==> config.mk <==
export PLATFORM = sky130hd
export DESIGN_NAME = simt_warp_sched
export DESIGN_NICKNAME = d
export VERILOG_FILES = /design/src/rtl/wsched_pkg.sv /design/src/rtl/wsched_rr_pick.sv /design/src/rtl/wsched_div_stack.sv /design/src/rtl/wsched_barrier.sv /design/src/rtl/simt_warp_sched.sv
export SDC_FILE = /design/constraint.sdc
export NUM_CORES = 1
export LEC_CHECK = 0
export BUFFER_PORTS_ARGS = -buffer_cell sky130_fd_sc_hd__buf_2
export CAP_MARGIN = 5
export CORE_ASPECT_RATIO = 1.1
export CORE_MARGIN = 1
export CORE_UTILIZATION = 55
export CTS_CLUSTER_SIZE = 16
export DETAILED_ROUTE_END_ITERATION = 6
export PLACE_DENSITY = 0.73
export SETUP_SLACK_MARGIN = 0.15
export SYNTH_ARGS = -nofsm -noshare
export SYNTH_HDL_FRONTEND = slang
export SYNTH_HIERARCHICAL = 1
export SYNTH_SLANG_ARGS = --single-unit
==> constraint.sdc <==
create_clock -name clk -period 9.7 [get_ports clk]
set_clock_uncertainty 0.1 [all_clocks]
set_input_delay 1.94 -clock clk [delete_from_list [all_inputs] [get_ports clk]]
set_output_delay 1.94 -clock clk [all_outputs]
set_load 0.005 [all_outputs]
==> src/rtl/wsched_pkg.sv <==
package wsched_pkg;
    typedef enum logic [2:0] {
        OP_NOP    = 3'd0,
        OP_TMC    = 3'd1,
        OP_SPAWN  = 3'd2,
        OP_SPLIT  = 3'd3,
        OP_JOIN   = 3'd4,
        OP_BAR    = 3'd5,
        OP_BRANCH = 3'd6
    } ctl_op_e;

    typedef enum logic [1:0] {
        WS_IDLE,
        WS_READY,
        WS_WAIT,
        WS_BARRIER
    } warp_state_e;
endpackage

==> src/rtl/wsched_rr_pick.sv <==
module wsched_rr_pick #(
    parameter int N = 4,
    localparam int IW = (N > 1) ? $clog2(N) : 1
) (
    input  logic [N-1:0]  req,
    input  logic [IW-1:0] last,
    output logic          gnt_valid,
    output logic [IW-1:0] gnt_idx
);
    // Scan from the farthest to the nearest candidate so the nearest wins.
    always_comb begin
        gnt_valid = 1'b0;
        gnt_idx   = '0;
        for (int k = N; k >= 1; k--) begin
            if (req[(int'(last) + k) % N]) begin
                gnt_valid = 1'b1;
                gnt_idx   = IW'((int'(last) + k) % N);
            end
        end
    end
endmodule

==> src/rtl/wsched_div_stack.sv <==
module wsched_div_stack #(
    parameter int DEPTH = 4,
    parameter int NT    = 4,
    localparam int PW   = $clog2(DEPTH + 1),
    localparam int AW   = (DEPTH > 1) ? $clog2(DEPTH) : 1
) (
    input  logic          clk,
    input  logic          rst_n,
    input  logic          push,
    input  logic          pop,
    input  logic [NT-1:0] push_mask,
    output logic [NT-1:0] top_mask,
    output logic          full,
    output logic          empty
);
    logic [NT-1:0] entry_q [DEPTH];
    logic [PW-1:0] ptr_q;
    logic [PW-1:0] top_ptr;

    assign full     = (ptr_q == PW'(DEPTH));
    assign empty    = (ptr_q == '0);
    assign top_ptr  = ptr_q - PW'(1);
    assign top_mask = entry_q[top_ptr[AW-1:0]];

    always_ff @(posedge clk) begin
        if (!rst_n) begin
            ptr_q <= '0;
            for (int i = 0; i < DEPTH; i++) entry_q[i] <= '0;
        end else if (push && !full) begin
            entry_q[ptr_q[AW-1:0]] <= push_mask;
            ptr_q <= ptr_q + PW'(1);
        end else if (pop && !empty) begin
            ptr_q <= top_ptr;
        end
    end
endmodule

==> src/rtl/wsched_barrier.sv <==
module wsched_barrier #(
    parameter int NW = 4,
    parameter int NB = 4,
    parameter int CW = 3,
    localparam int WW = (NW > 1) ? $clog2(NW) : 1,
    localparam int BW = (NB > 1) ? $clog2(NB) : 1
) (
    input  logic          clk,
    input  logic          rst_n,
    input  logic          arrive,
    input  logic [WW-1:0] arrive_wid,
    input  logic [BW-1:0] bar_id,
    input  logic [CW-1:0] bar_count,
    output logic [NW-1:0] release_mask
);
    logic [NW-1:0] arrived_q [NB];
    logic [NW-1:0] arrived_d [NB];
    logic [NW-1:0] merged;

    function automatic int popcnt(input logic [NW-1:0] v);
        int n = 0;
        for (int i = 0; i < NW; i++) n += int'(v[i]);
        return n;
    endfunction

    always_comb begin
        release_mask = '0;
        merged       = arrived_q[bar_id] | (NW'(1) << arrive_wid);
        for (int b = 0; b < NB; b++) arrived_d[b] = arrived_q[b];
        if (arrive) begin
            if (popcnt(merged) >= int'(bar_count)) begin
                release_mask      = merged;
                arrived_d[bar_id] = '0;
            end else begin
                arrived_d[bar_id] = merged;
            end
        end
    end

    always_ff @(posedge clk) begin
        for (int b = 0; b < NB; b++) begin
            if (!rst_n) arrived_q[b] <= '0;
            else        arrived_q[b] <= arrived_d[b];
        end
    end
endmodule

==> src/rtl/simt_warp_sched.sv <==
module simt_warp_sched
    import wsched_pkg::*;
#(
    parameter int          NUM_WARPS    = 4,
    parameter int          NUM_THREADS  = 4,
    parameter int          STACK_DEPTH  = 4,
    parameter int          NUM_BARRIERS = 4,
    parameter int          PC_W         = 32,
    parameter logic [31:0] RESET_PC     = 32'h8000_0000,
    localparam int WW = (NUM_WARPS > 1) ? $clog2(NUM_WARPS) : 1,
    localparam int BW = (NUM_BARRIERS > 1) ? $clog2(NUM_BARRIERS) : 1,
    localparam int CW = $clog2(((NUM_WARPS > NUM_THREADS) ? NUM_WARPS : NUM_THREADS) + 1)
) (
    input  logic                   clk,
    input  logic                   rst_n,
    input  logic                   stall_valid,
    input  logic [WW-1:0]          stall_wid,
    input  logic                   cmd_valid,
    input  logic [2:0]             cmd_op,
    input  logic [WW-1:0]          cmd_wid,
    input  logic [CW-1:0]          cmd_count,
    input  logic [BW-1:0]          cmd_bar_id,
    input  logic [PC_W-1:0]        cmd_addr,
    input  logic                   cmd_taken,
    input  logic [NUM_THREADS-1:0] cmd_mask,
    output logic                   fetch_valid,
    output logic [WW-1:0]          fetch_wid,
    output logic [PC_W-1:0]        fetch_pc,
    output logic [NUM_THREADS-1:0] fetch_tmask,
    output logic                   stack_err
);
    localparam int NW = NUM_WARPS;
    localparam int NT = NUM_THREADS;

    warp_state_e      st_q   [NW];
    warp_state_e      st_d   [NW];
    logic [PC_W-1:0]  pc_q   [NW];
    logic [PC_W-1:0]  pc_d   [NW];
    logic [NT-1:0]    mask_q [NW];
    logic [NT-1:0]    mask_d [NW];
    logic [WW-1:0]    last_q;

    ctl_op_e          op;
    logic [NW-1:0]    ready_w;
    logic             gnt_valid;
    logic [WW-1:0]    gnt_idx;
    logic [NT-1:0]    tmc_mask;
    logic             issuer_live;
    logic [NW-1:0]    bar_release;
    logic [NW-1:0]    stk_push, stk_pop, stk_full, stk_empty;
    logic [NT-1:0]    stk_top [NW];
    logic             err_d, err_q;

    assign op          = ctl_op_e'(cmd_op);
    assign issuer_live = cmd_valid && (st_q[cmd_wid] != WS_IDLE);

    // Selection among READY warps
    for (genvar w = 0; w < NW; w++) begin : g_ready
        assign ready_w[w] = (st_q[w] == WS_READY);
    end

    wsched_rr_pick #(.N(NW)) u_pick (
        .req       (ready_w),
        .last      (last_q),
        .gnt_valid (gnt_valid),
        .gnt_idx   (gnt_idx)
    );

    assign fetch_valid = gnt_valid;
    assign fetch_wid   = gnt_idx;
    assign fetch_pc    = pc_q[gnt_idx];
    assign fetch_tmask = mask_q[gnt_idx];
    assign stack_err   = err_q;

    // Thread mask from a count
    always_comb begin
        for (int t = 0; t < NT; t++) tmc_mask[t] = (t < int'(cmd_count));
    end

    // Reconvergence stacks, one per warp
    for (genvar w = 0; w < NW; w++) begin : g_stack
        assign stk_push[w] = issuer_live && (cmd_wid == WW'(w)) && (op == OP_SPLIT);
        assign stk_pop[w]  = issuer_live && (cmd_wid == WW'(w)) && (op == OP_JOIN);
        wsched_div_stack #(.DEPTH(STACK_DEPTH), .NT(NT)) u_stack (
            .clk       (clk),
            .rst_n     (rst_n),
            .push      (stk_push[w]),
            .pop       (stk_pop[w]),
            .push_mask (mask_q[w] & ~cmd_mask),
            .top_mask  (stk_top[w]),
            .full      (stk_full[w]),
            .empty     (stk_empty[w])
        );
    end

    wsched_barrier #(.NW(NW), .NB(NUM_BARRIERS), .CW(CW)) u_bar (
        .clk          (clk),
        .rst_n        (rst_n),
        .arrive       (issuer_live && (op == OP_BAR)),
        .arrive_wid   (cmd_wid),
        .bar_id       (cmd_bar_id),
        .bar_count    (cmd_count),
        .release_mask (bar_release)
    );

    assign err_d = issuer_live &&
                   (((op == OP_SPLIT) && stk_full[cmd_wid]) ||
                    ((op == OP_JOIN)  && stk_empty[cmd_wid]));

    // Per-warp state machine: next-state process
    always_comb begin
        for (int w = 0; w < NW; w++) begin
            st_d[w]   = st_q[w];
            pc_d[w]   = pc_q[w];
            mask_d[w] = mask_q[w];

            if (gnt_valid && gnt_idx == WW'(w))
                pc_d[w] = pc_q[w] + PC_W'(4);

            // stall transition
            if (stall_valid && stall_wid == WW'(w) && st_q[w] != WS_IDLE)
                st_d[w] = WS_WAIT;

            // command transitions: resolve / arrive
            if (issuer_live && cmd_wid == WW'(w)) begin
                unique case (op)
                    OP_TMC: begin
                        mask_d[w] = tmc_mask;
                        st_d[w]   = WS_READY;
                    end
                    OP_SPAWN: st_d[w] = WS_READY;
                    OP_SPLIT: begin
                        if (!stk_full[w]) mask_d[w] = mask_q[w] & cmd_mask;
                        st_d[w] = WS_READY;
                    end
                    OP_JOIN: begin
                        if (!stk_empty[w]) mask_d[w] = stk_top[w];
                        st_d[w] = WS_READY;
                    end
                    OP_BAR: st_d[w] = WS_BARRIER;
                    OP_BRANCH: begin
                        if (cmd_taken) pc_d[w] = cmd_addr;
                        st_d[w] = WS_READY;
                    end
                    default: ;
                endcase
            end

            // activate transition
            if (issuer_live && op == OP_SPAWN && st_q[w] == WS_IDLE &&
                w < int'(cmd_count) && cmd_wid != WW'(w)) begin
                st_d[w]   = WS_READY;
                pc_d[w]   = cmd_addr;
                mask_d[w] = NT'(1);
            end

            // release transition
            if (bar_release[w]) st_d[w] = WS_READY;

            // retire transition
            if (st_d[w] != WS_IDLE && mask_d[w] == '0) st_d[w] = WS_IDLE;
        end
    end

    // State register process
    always_ff @(posedge clk) begin
        if (!rst_n) begin
            for (int w = 0; w < NW; w++) begin
                st_q[w]   <= (w == 0) ? WS_READY : WS_IDLE;
                pc_q[w]   <= (w == 0) ? PC_W'(RESET_PC) : '0;
                mask_q[w] <= (w == 0) ? NT'(1) : '0;
            end
            last_q <= WW'(NW - 1);
            err_q  <= 1'b0;
        end else begin
            for (int w = 0; w < NW; w++) begin
                st_q[w]   <= st_d[w];
                pc_q[w]   <= pc_d[w];
                mask_q[w] <= mask_d[w];
            end
            if (gnt_valid) last_q <= gnt_idx;
            err_q <= err_d;
        end
    end
endmodule

### Word-level counts from Yosys, hierarchy flattened

Memories as Yosys holds them, arrays and structs flattened.
Index checks and enable logic that the tools add are counted.

* bits in registers: 15
* memories kept: 8
* logic and storage cells: 352
* bits of input ports: 53
* bits in writable memories: 232

* $lt $le $gt $ge: 12
* shifts and indexed selects: 1
* reduce and logical (&&, ||, !) cells: 102
* add/subtract/negate cells: 19
* equal/unequal tests: 26
* bitwise logic cells: 33
* mux-type cells: 145

Memory list
* pc_q: words 4, width 32, rd ports 5, clocked after memory_dff 0, wr ports 4, RTL line simt_warp_sched.sv:37 `logic [PC_W-1:0] pc_q [NW];`
* g_stack[0].u_stack.entry_q: words 4, width 4, rd ports 1, clocked after memory_dff 0, wr ports 4, RTL line wsched_div_stack.sv:16 `logic [NT-1:0] entry_q [DEPTH];`
* g_stack[1].u_stack.entry_q: words 4, width 4, rd ports 1, clocked after memory_dff 0, wr ports 4, RTL line wsched_div_stack.sv:16
* g_stack[2].u_stack.entry_q: words 4, width 4, rd ports 1, clocked after memory_dff 0, wr ports 4, RTL line wsched_div_stack.sv:16
* g_stack[3].u_stack.entry_q: words 4, width 4, rd ports 1, clocked after memory_dff 0, wr ports 4, RTL line wsched_div_stack.sv:16
* mask_q: words 4, width 4, rd ports 5, clocked after memory_dff 0, wr ports 4, RTL line simt_warp_sched.sv:39 `logic [NT-1:0] mask_q [NW];`
* +2 memories

Operators with widths (number)
* 2-to-1 mux 32 bit: 24
* adder 32 x 3 -> 32 bit, second input constant: 4
* 2-to-1 mux 4 bit: 31
* adder 32 x 2 -> 32 bit: 2
* 2-to-1 mux 2 bit: 32
* logical AND 1 bit: 55
* one-hot mux 4 bit (3 select lines): 4
* bitwise AND 4 bit: 8
* >= comparator 32 x 4 -> 1 bit: 1
* 2-to-1 mux 1 bit: 32
* 2-to-1 mux 16 bit: 2
* nonzero test 2 bit: 14
* 2-to-1 mux 3 bit: 8
* == test 3 bit, second input constant: 7
* bitwise AND 16 bit: 1
* bitwise mux 16 bit: 1
* zero test 4 bit: 4
* < comparator 3 x 4 -> 1 bit, second input constant: 4
* inverter 16 bit: 1
* OR 1 bit: 16
* one-hot mux 2 bit (2 select lines): 4
* OR reduction 4 bit: 4
* == test 2 x 1 -> 1 bit, second input constant: 7
* zero test 2 bit: 7
* other kinds (27): 65

### Depth between registers and ports, before layout

Gate-level depths: netlist of run 1.

* depth in word-level cells: 18
* depth in mapped cells: 15
* depth with buffers taken out: 15

### Modules after synthesis

Netlist of run 1, hierarchy kept.

By module, submodules not included
* simt_warp_sched: area each 10139.7 sq um, seq. area each 3103.0 sq um, cells each 1176, times used 1
* wsched_div_stack: area each 1014.7 sq um, seq. area each 540.5 sq um, cells each 76, times used 4
* wsched_barrier: area each 1057.3 sq um, seq. area each 320.3 sq um, cells each 103, times used 1
* wsched_rr_pick: area each 91.3 sq um, seq. area each 0.0 sq um, cells each 14, times used 1

### Worst setup path after synthesis of run 1

No wires, ideal clock.

* kind: in2reg
* start point: in cmd_wid[0]
* end point: mem st_q[0][0] (netlist name)
* data arrival time: 4.875 ns
* setup slack: 4.591 ns
* required time: 9.466 ns
* path buffers: 0
* cell stages on the path: 13
* path through: nor2b_1 > nor3b_2 > or2_1 > fa_1 > inv_1 > ha_1 > ha_1 > ha_1 > a21oi_1 > o21a_1 > nor3b_1 > a2111oi_0 > a21oi_1

RTL lines
* start, declared: RTL line simt_warp_sched.sv:20 `input logic [WW-1:0] cmd_wid,`
* end, declared: RTL line simt_warp_sched.sv:35 `warp_state_e st_q [NW];`

==> flow_metrics.env, run 1 <==
export IMPL_synth_top_family_by_area="simple AND/OR/NAND/NOR gates"
export IMPL_antennaDiodeCount=0
export IMPL_cts_setup_buffers=0
export IMPL_crit_path_max_incr_delay_ns=0.68
export IMPL_synth_simple_area_share=0.240
export IMPL_synth_compound_gate_area_share=0.176
export IMPL_ys_seq_area_frac=0.364
export IMPL_endpoint="fetch_pc[27]"
export IMPL_synth_edf_count=64
export IMPL_placed_area_um2=15900
export IMPL_min_path_type="register to register"
export IMPL_combPwrFrac=0.068
export IMPL_finalHoldViolCount=0
export IMPL_ir_drop_v=0.000138
export IMPL_regToRegSetupSlack_ns=5.31
export IMPL_power_density_nw_per_um2=137
export IMPL_grt_max_degree=78
export IMPL_via_count=13500
export IMPL_pwr_share_seq=0.473
export IMPL_finalSetupTns_ns=0
export IMPL_status="finished clean"
export IMPL_finalSetupViolations=0
export IMPL_synth_nets=1672
export IMPL_clock_latency_ns=0.56
export IMPL_internal_power_mw=1.74
export IMPL_dieArea_um2=28600
export IMPL_leakage_nw=5.63
export IMPL_tritoncts="done"
export IMPL_p_sw_uw=560
export IMPL_cts_sinks=247
export IMPL_post_cts_resized=0
export IMPL_root_buffer="clkbuf_16"
export IMPL_route_detailed_drc=0
export IMPL_rows=63
export IMPL_critPathKind="register to primary output"
export IMPL_cp_cell_sequence="nor2b_1 > and2b_1 > a21oi_2 > o221ai_4 > buf_4 > mux4_2 > buf_2"
export IMPL_cts_made_buffers=29
export IMPL_clock_fmax_mhz=183
export IMPL_multi_input_area_um2=9140
export IMPL_whs_path_depth=2
export IMPL_slew_headroom=0.213
export IMPL_synth_fa_ha_area_frac=0.0184
export IMPL_r2r_start="st_q[2][0]"
export IMPL_netlist_area_um2=15300
export IMPL_avgSynthCellArea_um2=9.61
export IMPL_ff_latch_area_um2=5590
export IMPL_post_place_cells=1968
export IMPL_dr_wl_met3_um=3250
export IMPL_async_flop_share=0
export IMPL_initial_core_util=0.564
export IMPL_fp_dieH_um=177
export IMPL_netlist_instances=1597
export IMPL_layout_drive_gt1_share=0.176
export IMPL_chipWidth_um=161
export IMPL_critPathCaptureType="primary output"
export IMPL_antenna_found_initial=0
export IMPL_total_power_mw=2.30
export IMPL_arrival_ns=3.41
export IMPL_dr_pass1_iters=5
export IMPL_dpl_hpwl_um=30700
export IMPL_synth_ff_type="dfxtp_1"
export IMPL_synth_xor_area_frac=0.0616
export IMPL_cts_path_max_buffers=3
export IMPL_io_buffers=92
export IMPL_grt_pass1_vias=13100
export IMPL_wl_um=44800
export IMPL_wl_per_cell_um=22.2
export IMPL_syn2layout_area_growth_pct=9.64
export IMPL_yosysWarnings=6
export IMPL_ios=93
export IMPL_drt_initial_drc_count=1466
export IMPL_min_period_ns=5.45
export IMPL_worst_pin_slew_ns=1.17
export IMPL_worst_path_max_delay_cell="buf_4"
export IMPL_top_layer="met4"
export IMPL_drv_cap=0
export IMPL_grt_usage=0.315
export IMPL_swShare=0.243
export IMPL_critPathLaunchType="register"
export IMPL_period_share=0.562
export IMPL_ys_ff_latch=247
export IMPL_ant_nets=0
export IMPL_wl_met1_um=17900
export IMPL_critPathLaunch="st_q[3][0]"
export IMPL_slew_viol_final=0
export IMPL_final_common_cell="dfxtp_1"
export IMPL_synth_distinct_cells=112
export IMPL_core_um2=27200
export IMPL_grt_overflow_total=0
export IMPL_synth_mux_area_frac=0.0974
export IMPL_clock_power_share=0.459
export IMPL_h_tree_depth=1
export IMPL_final_area_um2=16800
export IMPL_gp_congestion=0.964
export IMPL_layout_common_cells="dfxtp_1 (183), a21oi_1 (112), nor2_1 (101), buf_2 (91), a211oi_1 (86)"
export IMPL_reg2reg_depth=10
export IMPL_hold_buffers=0
export IMPL_nFillCells=2320
export IMPL_vias_per_cell=6.68
export IMPL_layout_cells_non_filler=2020
export IMPL_critPathMaxFanout=45
export IMPL_grt_pass1_wl_um=71300
export IMPL_worstReg2RegEnd="pc_q[2][31]"
export IMPL_clk_pin_slew_ns=0.06
export IMPL_rsz0062_at_grt="no"
export IMPL_fin_nets=1717
export IMPL_dr_wl_met2_um=21500
export IMPL_cp_required_ns=7.66
==> routing by layer <==
| metal | vias to the layer above | GRT usage |
|---|---|---|
| li1 | 6129 | - |
| met2 | 716 | 0.538 |
| met3 | 158 | 0.0368 |
| met5 | - | 0 |
| met4 | 0 | 0.150 |
| met1 | 6484 | 0.397 |
==> worst max-delay path, delay by kind of cell (launching register included) <==
family,cells,cell delay (ns)
multiplexers,1,0.61
flip-flops,1,0.41
AND/OR/NAND/NOR,2,0.53
AO/OA/AOI/OAI,2,0.41
buffers and inverters,2,0.83
==> power groups by stage <==
stage,registers [mW],logic (mW),clock network (mW)
2_1_floorplan,1.10,0.0954,0
3_3_place_gp,1.11,0.150,0
3_5_place_dp,1.11,0.152,0
4_1_cts,1.09,0.153,1.07
5_1_grt,1.09,0.169,1.11
6_report,1.09,0.156,1.06
==> registers in the layout, summed over array words and instances, names as in the netlist <==
name / flops
pc_q: 128
g_stack.u_stack/ptr_q: 12
stack_err: 1
last_q: 2
g_stack.u_stack/entry_q: 64
mask_q: 16
u_bar/arrived_q: 16
st_q: 8
==> per-stage QoR <==
stage                      util  setup slack (ns)  hold slack, ns
final                     0.619              4.25           0.363
after global routing      0.619              4.05           0.385
after CTS                 0.619              4.24           0.364
after detailed placement  0.586              3.84           0.356
after global placement    0.586              3.96           0.351
after floorplan               -              4.59           0.338
==> logic make-up (layout without fill, tap and decap cells) <==
family | after synthesis | in the layout
AO/OA/AOI/OAI | 400 | 400
AND/OR/NAND/NOR | 603 | 603
buffers and inverters | 139 | 205
XOR/XNOR | 108 | 108
flip-flops | 247 | 247
multiplexers | 78 | 78
adder cells (fa/ha/maj) | 22 | 22
==> synth_stat cells (all sizes together), types with 10 or more instances <==
| library cell | count | area [um^2] |
|---|---|---|
| a211oi | 86 | 646 |
| a21oi | 115 | 591 |
| a31oi | 20 | 131 |
| and2 | 79 | 495 |
| and3 | 31 | 200 |
| and4 | 18 | 159 |
| buf | 45 | 275 |
| clkbuf | 50 | 211 |
| dfxtp | 183 | 3660 |
| edfxtp | 64 | 1920 |
| ha | 21 | 263 |
| inv | 44 | 165 |
| mux2i | 17 | 170 |
| mux4 | 56 | 1260 |
| nand2 | 82 | 320 |
| nand2b | 24 | 180 |
| nand3 | 66 | 390 |
| nand3b | 14 | 105 |
| nand4 | 36 | 246 |
| nor2 | 103 | 387 |
| nor2b | 28 | 175 |
| nor3 | 35 | 310 |
| nor3b | 10 | 106 |
| nor4 | 25 | 169 |
| o21ai | 78 | 390 |
| o31ai | 12 | 90.1 |
| xnor2 | 71 | 622 |
| xor2 | 37 | 324 |
==> worst min path at each step <==
stage	from	to	slack, ns
after floorplan	u_bar/arrived_q[3][0]	u_bar/arrived_q[3][0]	0.34
after global placement	pc_q[3][0]	pc_q[3][0]	0.35
after detailed placement	u_bar/arrived_q[2][0]	u_bar/arrived_q[2][0]	0.36
after CTS	u_bar/arrived_q[2][0]	u_bar/arrived_q[2][0]	0.36
after global routing	u_bar/arrived_q[3][3]	u_bar/arrived_q[3][3]	0.39
final	u_bar/arrived_q[2][0]	u_bar/arrived_q[2][0]	0.36
==> final cells by class <==
| class | instances | share of cell area |
|---|---|---|
| Timing Repair Buffer | 109 | 0.0351 |
| Clock buffer | 41 | 0.0470 |
| Multi-Input combinational cell | 1211 | 0.543 |
| Sequential cell | 247 | 0.332 |
| Inverter | 44 | 0.00989 |
| Tap cell | 357 | 0.0265 |
| Clock inverter | 11 | 0.00640 |
Power figures use the tool's default switching activity.
==> run 2, diff against run 1 <==
--- a/config.mk
+++ b/config.mk
@@ -5,6 +5,7 @@
 export SDC_FILE = /design/constraint.sdc
 export NUM_CORES = 1
 export LEC_CHECK = 0
+export ABC_AREA = 1
 export BUFFER_PORTS_ARGS = -buffer_cell sky130_fd_sc_hd__buf_2
 export CAP_MARGIN = 5
 export CORE_ASPECT_RATIO = 1.1
==> constraint.sdc (replaced) <==
create_clock -name clk -period 5.1 [get_ports clk]
set_clock_uncertainty 0.1 [all_clocks]
set_input_delay 1.02 -clock clk [delete_from_list [all_inputs] [get_ports clk]]
set_output_delay 1.02 -clock clk [all_outputs]
set_load 0.005 [all_outputs]
==> flow_metrics.env, run 2 <==
export IMPL_status="finished with violations"
export IMPL_violations="design-rule violations"
export IMPL_layout_common_cells="nand2_1 (569), inv_1 (309), nor2_1 (298), o21ai_0 (214), dfxtp_1 (182)"
export IMPL_rows=67
export IMPL_antenna_found_initial=6
export IMPL_nFillCells=2965
export IMPL_ys_top_cells_by_area="dfxtp_1 (21%), nand2_1 (13%), edfxtp_1 (11%)"
export IMPL_top_regs="pc_q (128), g_stack.u_stack/entry_q (64)"
export IMPL_ant_nets=0
export IMPL_syn2layout_area_growth_pct=10.2
export IMPL_pwr_share_seq=0.377
export IMPL_synth_xor_area_frac=0.0365
export IMPL_synth_fa_ha_area_frac=0.0166
export IMPL_final_common_cell="nand2_1"
export IMPL_io_buffers=92
export IMPL_grt_max_degree=75
export IMPL_netlist_area_leader_share=0.215
export IMPL_synth_mux_area_frac=0
export IMPL_chipWidth_um=170
export IMPL_cp_required_ns=3.98
export IMPL_initial_core_util=0.559
export IMPL_synth_most_common_cell="nand2_1"
export IMPL_ios=93
export IMPL_tritoncts="done"
export IMPL_synth_simple_area_share=0.332
export IMPL_clock_latency_ns=0.57
export IMPL_wl_per_cell_um=22.1
export IMPL_swShare=0.330
export IMPL_ys_top_cells_by_count="nand2_1 (569), inv_1 (310), nor2_1 (299), o21ai_0 (215), dfxtp_1 (183)"
export IMPL_drt_initial_drc_count=2080
export IMPL_critPathLaunchType="register"
export IMPL_min_path_type="register to register"
export IMPL_vias_per_cell=6.13
export IMPL_yosysWarnings=6
export IMPL_synth_ff_type="dfxtp_1"
export IMPL_arrival_ns=3.51
export IMPL_synth_top_family_by_area="simple AND/OR/NAND/NOR gates"
export IMPL_power_density_nw_per_um2=302
export IMPL_ff_latch_area_um2=5590
export IMPL_layout_drive_gt1_share=0.119
export IMPL_dieArea_um2=31700
export IMPL_avgSynthCellArea_um2=6.72
export IMPL_drv_cap=0
export IMPL_hold_buffers=0
export IMPL_rsz0062_at_grt="no"
export IMPL_grt_overflow_total=0
export IMPL_via_count=18600
export IMPL_gr_usage_met1=0.463
export IMPL_ir_drop_v=0.000317
export IMPL_dpl_hpwl_um=48900
export IMPL_core_um2=30500
export IMPL_fp_dieH_um=187
export IMPL_clock_fmax_mhz=216
export IMPL_synth_nets=2613
export IMPL_largest_reg_flops=128
export IMPL_synth_distinct_cells=67
export IMPL_grtUsageMet2=0.652
export IMPL_netlist_area_um2=17100
export IMPL_dr_pass1_iters=7
export IMPL_critPathCaptureType="primary output"
export IMPL_h_tree_depth=1
export IMPL_grt_usage=0.420
export IMPL_clock_power_share=0.406
export IMPL_finalSetupViolations=0
export IMPL_regToRegSetupSlack_ns=1.04
export IMPL_gp_congestion=1.07
export IMPL_finalHoldViolCount=0
export IMPL_top_usage_layer="met2"
export IMPL_ys_ff_latch=247
export IMPL_worst_pin_slew_ns=0.954
export IMPL_clk_pin_slew_ns=0.06
export IMPL_yosys_area_top_type="dfxtp_1"
export IMPL_period_share=0.909
export IMPL_cts_path_max_buffers=3
export IMPL_synth_compound_gate_area_share=0.183
export IMPL_netlist_instances=2538
export IMPL_synth_edf_count=64
export IMPL_slew_headroom=0.363
export IMPL_fin_nets=2665
export IMPL_ys_seq_area_frac=0.327
export IMPL_top_register="pc_q"
export IMPL_min_period_ns=4.63
export IMPL_grt_pass1_wl_um=101000
export IMPL_root_buffer="clkbuf_16"
export IMPL_slew_viol_final=0
export IMPL_p_sw_mw=1.88
export IMPL_critPathMaxFanout=18
export IMPL_final_area_um2=18800
export IMPL_use_met3=0.122
export IMPL_placed_area_um2=17700
export IMPL_multi_input_area_um2=9720
export IMPL_finalSetupTns_ns=0
export IMPL_async_flop_share=0
export IMPL_route_detailed_drc=7
export IMPL_wl_um=66900
export IMPL_utilization=0.616
export IMPL_cts_made_buffers=29
export IMPL_critPathKind="register to primary output"
export IMPL_leakage_nw=7.74
export IMPL_combPwrFrac=0.217
export IMPL_grt_pass1_vias=17500
export IMPL_internal_power_mw=3.81
export IMPL_cts_setup_buffers=0
export IMPL_cts_sinks=247
[run 2: area by class of cell]
type | count | area share
Inverter | 341 | 0.0691
Clock buffer | 38 | 0.0421
Sequential cell | 247 | 0.297
Timing Repair Buffer | 113 | 0.0330
Clock inverter | 14 | 0.0134
Tap cell | 414 | 0.0275
Timing Repair inverter | 1 | 0.000399
Multi-Input combinational cell | 1857 | 0.517
Antenna cell | 4 | 0.000532
[run 2: final timing paths]
kind                              start                    end  cells after the start
setup / recovery             st_q[2][0]            fetch_pc[5]                     15
setup reg to reg             st_q[2][0]            pc_q[2][22]                     17
hold / removal    u_bar/arrived_q[3][0]  u_bar/arrived_q[3][0]                      2
hold reg to reg   u_bar/arrived_q[3][0]  u_bar/arrived_q[3][0]                      2
[run 2: routing by layer]
| metal | vias to the layer above | part of all wire |
|---|---|---|
| li1 | 8548 | - |
| met1 | 8545 | 0.35 |
| met2 | 1080 | 0.44 |
| met3 | 381 | 0.098 |
| met4 | 4 | 0.11 |
| met5 | - | 0.00049 |
[run 2: kinds of logic after synthesis]
family / after synthesis
buf+inv: 434
xor+xnor: 71
fa+ha+maj: 22
flops: 247
simple gates: 1223
compound gates: 541
[run 2: worst max-delay path, stage by stage, from the launching register on]
cell	delay, ns
dfxtp_1	0.35
inv_1	0.05
nor2_1	0.16
inv_1	0.09
o21ai_1	0.20
nand2_1	0.09
nand2_1	0.08
nand3_1	0.12
a21boi_4	0.33
inv_1	0.12
nor2_1	0.10
buf_4	0.33
clkinvlp_4	0.33
o22ai_1	0.20
a221o_1	0.25
buf_2	0.16
[run 2: power by group through the flow]
stage / sequential (mW) / clock (mW) / combinational (mW)
floorplan: 2.14 / 0 / 0.755
global placement: 2.17 / 0 / 1.14
detailed placement: 2.18 / 0 / 1.15
CTS: 2.13 / 2.32 / 1.16
global route: 2.15 / 2.40 / 1.29
finish: 2.14 / 2.31 / 1.23
[run 2: metrics by stage]
stage	instances	hold WS (ns)	power, mW	worst slack (ns)
2_1_floorplan	2538	0.351	2.90	1.14
3_3_place_gp	2972	0.401	3.31	0.687
3_5_place_dp	2972	0.412	3.33	0.649
4_1_cts	3024	0.427	5.62	0.304
5_1_grt	3025	0.444	5.84	0.231
6_report	3029	0.427	5.68	0.467
[run 2: repair_timing]
action                     4_1_cts  5_1_grt
cloned                           0        1
setup endpoints to repair        4       21
resized for setup                1        6
